--- src/rtl/secpre_pkg.sv ---
package secpre_pkg;
  localparam int unsigned PRE_BITS = 6;
  localparam int unsigned SYNC_DEPTH = 2;
  typedef logic [PRE_BITS-1:0] pre_cnt_t;
endpackage

--- src/rtl/secpre_edge.sv ---
module secpre_edge #(
  parameter int unsigned STAGES = 2
) (
  input  logic clk,
  input  logic rst,
  input  logic async_in,
  output logic rise
);
  // Index STAGES holds the previous synchronised value for edge detection.
  logic [STAGES:0] chain_q;

  always_ff @(posedge clk) begin
    if (rst) chain_q <= '0;
    else     chain_q <= {chain_q[STAGES-1:0], async_in};
  end

  assign rise = chain_q[STAGES-1] & ~chain_q[STAGES];
endmodule

--- src/rtl/secpre_src_sel.sv ---
module secpre_src_sel (
  input  logic clk,
  input  logic rst,
  input  logic test_mode,
  input  logic int_step,
  input  logic ext_step,
  output logic step,
  output logic dir_in
);
  always_ff @(posedge clk) begin
    if (rst) begin
      step   <= 1'b0;
      dir_in <= 1'b0;
    end else begin
      step   <= test_mode ? ext_step : int_step;
      dir_in <= test_mode;
    end
  end
endmodule

--- src/rtl/secpre_divider.sv ---
module secpre_divider #(
  parameter int unsigned W = 6
) (
  input  logic         clk,
  input  logic         rst,
  input  logic         hold_clr,
  input  logic         step,
  output logic [W-1:0] cnt,
  output logic         tick_sec
);
  // The increment fires on the move across the half-way point, so a
  // cleared counter reaches it after half a period.
  localparam logic [W-1:0] FIRE_AT = W'((1 << (W - 1)) - 1);

  always_ff @(posedge clk) begin
    if (rst || hold_clr) begin
      cnt      <= '0;
      tick_sec <= 1'b0;
    end else begin
      tick_sec <= step && (cnt == FIRE_AT);
      if (step) cnt <= cnt + 1'b1;
    end
  end
endmodule

--- src/rtl/sec_prescaler.sv ---
module sec_prescaler #(
  parameter int unsigned PRE_W = secpre_pkg::PRE_BITS,
  parameter int unsigned SYNC_STAGES = secpre_pkg::SYNC_DEPTH
) (
  input  logic clk,
  input  logic rst,
  input  logic tick_int,
  input  logic ext_clk,
  input  logic test_mode,
  input  logic stop,
  output logic sec_pulse,
  output logic pin_is_input
);
  logic             ext_rise;
  logic             step;
  logic [PRE_W-1:0] pre_cnt;

  secpre_edge #(.STAGES(SYNC_STAGES)) u_edge (
    .clk      (clk),
    .rst      (rst),
    .async_in (ext_clk),
    .rise     (ext_rise)
  );

  secpre_src_sel u_sel (
    .clk       (clk),
    .rst       (rst),
    .test_mode (test_mode),
    .int_step  (tick_int),
    .ext_step  (ext_rise),
    .step      (step),
    .dir_in    (pin_is_input)
  );

  secpre_divider #(.W(PRE_W)) u_div (
    .clk      (clk),
    .rst      (rst),
    .hold_clr (stop),
    .step     (step),
    .cnt      (pre_cnt),
    .tick_sec (sec_pulse)
  );
endmodule

--- config.mk ---
export PLATFORM = sky130hd
export DESIGN_NAME = sec_prescaler
export DESIGN_NICKNAME = d
export VERILOG_FILES = /design/src/rtl/secpre_pkg.sv /design/src/rtl/secpre_edge.sv /design/src/rtl/secpre_src_sel.sv /design/src/rtl/secpre_divider.sv /design/src/rtl/sec_prescaler.sv
export SDC_FILE = /design/constraint.sdc
export NUM_CORES = 1
export LEC_CHECK = 0
export BUFFER_PORTS_ARGS = -buffer_cell sky130_fd_sc_hd__buf_2
export CAP_MARGIN = 20
export CORE_AREA = 2 2 39 41
export DETAILED_ROUTE_END_ITERATION = 10
export DIE_AREA = 0 0 41 43
export PLACE_DENSITY_LB_ADDON = 0.2
export SYNTH_ARGS = -nofsm -noshare
export SYNTH_HDL_FRONTEND = slang
export SYNTH_HIERARCHICAL = 1
export SYNTH_SLANG_ARGS = --single-unit
--- constraint.sdc ---
create_clock -name clk -period 2.2 [get_ports clk]
set_clock_uncertainty 0.2 [all_clocks]
set_input_delay 0.22 -clock clk [delete_from_list [all_inputs] [get_ports clk]]
set_output_delay 0.22 -clock clk [all_outputs]
set_load 0.05 [all_outputs]
==> qor.csv <==
metric,value,unit
p_per_area,692,nW/µm²
ir_worst_vdd,0.439,mV
critPathCapture,u_edge/chain_q[0]$_SDFF_PP0_,
cts_inserted_buffers,3,
die_h,43,µm
drt_iter0_drc,3,
yosys.area.top_type,dfxtp_1,
syn_avg_cell_area,10.4,µm²
min_period,1.56,ns
grt_usage,10.5,%
nFillCells,152,
root_buffer,clkbuf_4,
pwr-share-seq,59.0,%
area_growth,29.0,%
via_per_inst,4.48,
placementRows,14,
core_area,1380,µm²
max_freq,0.642,GHz
critPathArrivalTime,1.51,ns
combPwrFrac,6.8,%
status,"finished, final reports clean",
yosys_most_used_dff,dfxtp_1,
postCtsSetupBuffers,0,
clk_path_buf_depth,2,
pre_cts_ws,0.872,ns
cts.clk_slew.worst_paths,0.06,ns
cts_tree,done,
timing.rr.start,u_sel/step$_SDFF_PP0_,
synthDominantCellAreaShare,56.3,%
ys_seq_elements,12,
final-max-slew-violation-count,0,
synthAdderAreaFrac,2.93,%
finalCritPeriodShare,70.8,%
first_pass_iters,2,
p_int,300,µW
r2r-end,u_div/cnt[5]$_SDFFE_PP0P_,
worst_pin_slew,0.248,ns
p_leak,0.232,nW
synth_common_cells,"dfxtp_1, nor2_1, nor2b_1",
syn_inst,41,
clkPwrFrac,34.2,%
syn-cell-area,427,µm²
ys_seq_area_share,56.3,%
port_buffers,7,
ys_warn_count,6,
ys_types,18,
clock_latency,0.27,ns
fin_ws,0.643,ns
yosys-mux-area-fraction,4.69,%
grt_max_degree,8,
synth_area_leaders,"dfxtp_1, nor2b_1, nor2_1",
avgRoutedWirePerCell,9.48,µm
cts.htree.levels,1,
nNetsFinal,64,
synth_top_family_by_area,simple AND/OR/NAND/NOR gates,
die_area,1760,µm²
synthSimpleGateAreaFrac,23.8,%
path_max_fanout,1,
cts_resized,0,
sw_frac_of_total,21.3,%
cp-end-kind,flip-flop,
ant_nets,0,
setup_viol_count_final,0,
syn-num-nets,48,
r2r_cells,3,
ioPinCount,8,
grt_overflow,0,
required,2.16,ns
wirelength,673,µm
antenna_cells,0,
max-slew-margin-rel,83.6,%
drive_above_1_share,23.6,%
synth-compound-area-share,2.35,%
hold_path.class,input port to flip-flop,
drv_cap,0,
antenna_found_initial,0,
worstSetupPathType,input port to flip-flop,
die_w,41,µm
synth_xor_area_share,8.21,%
initial_utilization,30.8,%
grt_pass1_vias,303,
ys_async_sr_fraction,0,%
p_sw,81.0,µW
ff2ff_setup_slack,0.88,ns
drc,0,
synth_edf_count,0,
tns,0,ns
grt_pass1_wl,1120,µm
ctsHoldBuffers,5,
place_congestion,0.635,
clock_sinks,12,
rsz0062_at_grt,no,
critPathLaunch,ext_clk,
start_kind,input port,
via_count,318,
hold_viol_final,0,
synth_most_common_cell,dfxtp_1,
[layer usage]
metal / global-route usage [%] / wire length [µm]
met1: 9.87 / 307
met2: 14.7 / 306
met3: 9.42 / 46
met4: 6.00 / 12
met5: 0 / 0
[power by group through the flow]
| stage | combinational, mW | clock [mW] | sequential [mW] |
|---|---|---|---|
| after floorplan | 0.00875 | 0 | 0.233 |
| after global placement | 0.0196 | 0 | 0.230 |
| after detailed placement | 0.0195 | 0 | 0.230 |
| after CTS | 0.0263 | 0.140 | 0.225 |
| after global routing | 0.0286 | 0.149 | 0.226 |
| final | 0.0260 | 0.130 | 0.225 |
[worst min path at each step]
stage | from | endpoint | slack, ns | depth (start not counted)
2_1_floorplan | rst | u_edge/chain_q[0]$_SDFF_PP0_ | 0.09 | 1
3_3_place_gp | ext_clk | u_edge/chain_q[0]$_SDFF_PP0_ | 0.23 | 2
3_5_place_dp | ext_clk | u_edge/chain_q[0]$_SDFF_PP0_ | 0.24 | 2
4_1_cts | test_mode | u_sel/step$_SDFF_PP0_ | 0.008 | 3
6_report | test_mode | u_sel/step$_SDFF_PP0_ | 0.02 | 3
5_1_grt | test_mode | u_sel/step$_SDFF_PP0_ | 0.03 | 3
[registers in the layout (all words and copies together), names as in the netlist]
register / cells
u_div/cnt: 6
u_edge/chain_q: 3
u_div/tick_sec: 1
u_sel/dir_in: 1
u_sel/step: 1
[stage by stage]
step,cell area [µm²],std cells,power (mW),utilization [%],hold slack (ns)
4_1_cts,551,71,0.391,39.8,0.00842
3_5_place_dp,478,63,0.250,34.5,0.238
5_1_grt,551,71,0.404,39.8,0.0274
3_3_place_gp,478,63,0.250,34.5,0.234
6_report,551,71,0.381,39.8,0.0201
2_1_floorplan,427,41,0.242,-,0.0916
[worst max-delay path: stages]
cell	delay (ns)
dlygate4sd3_1	0.53
buf_2	0.11
nor2b_1	0.11
dlygate4sd3_1	0.54
[kinds of logic (layout without fill, tap and decap cells)]
kind of cell | Yosys count | after routing
and+or+nand+nor | 18 | 18
DFF | 12 | 12
xor gates and xnor gates | 4 | 4
AOI/OAI and AO/OA | 2 | 2
muxes | 2 | 2
buffers and inverters | 2 | 16
adders and majority gates | 1 | 1
[area by class of cell]
class / instances / area, µm² / area share, %
flip-flops and latches: 12 / 240 / 43.6
inverters: 1 / 3.75 / 0.682
repair buffers: 12 / 85.1 / 15.5
clock buffers: 3 / 22.5 / 4.09
well taps: 16 / 20.0 / 3.64
multi-input cells: 27 / 179 / 32.5
[cell usage in the layout, fill, tap and decap left out, drive strengths merged]
master / netlist / final
a21oi: 1 / 1
buf: 0 / 7
clkbuf: 1 / 3
dfxtp: 12 / 12
dlygate4sd3: 0 / 5
ha: 1 / 1
inv: 1 / 1
mux2i: 2 / 2
nand2: 2 / 2
nand4: 2 / 2
nor2: 6 / 6
nor2b: 5 / 5
nor4: 1 / 1
o21ai: 1 / 1
or2: 1 / 1
or3: 1 / 1
xnor2: 2 / 2
xor2: 2 / 2
(Power assumes the default switching activity.)
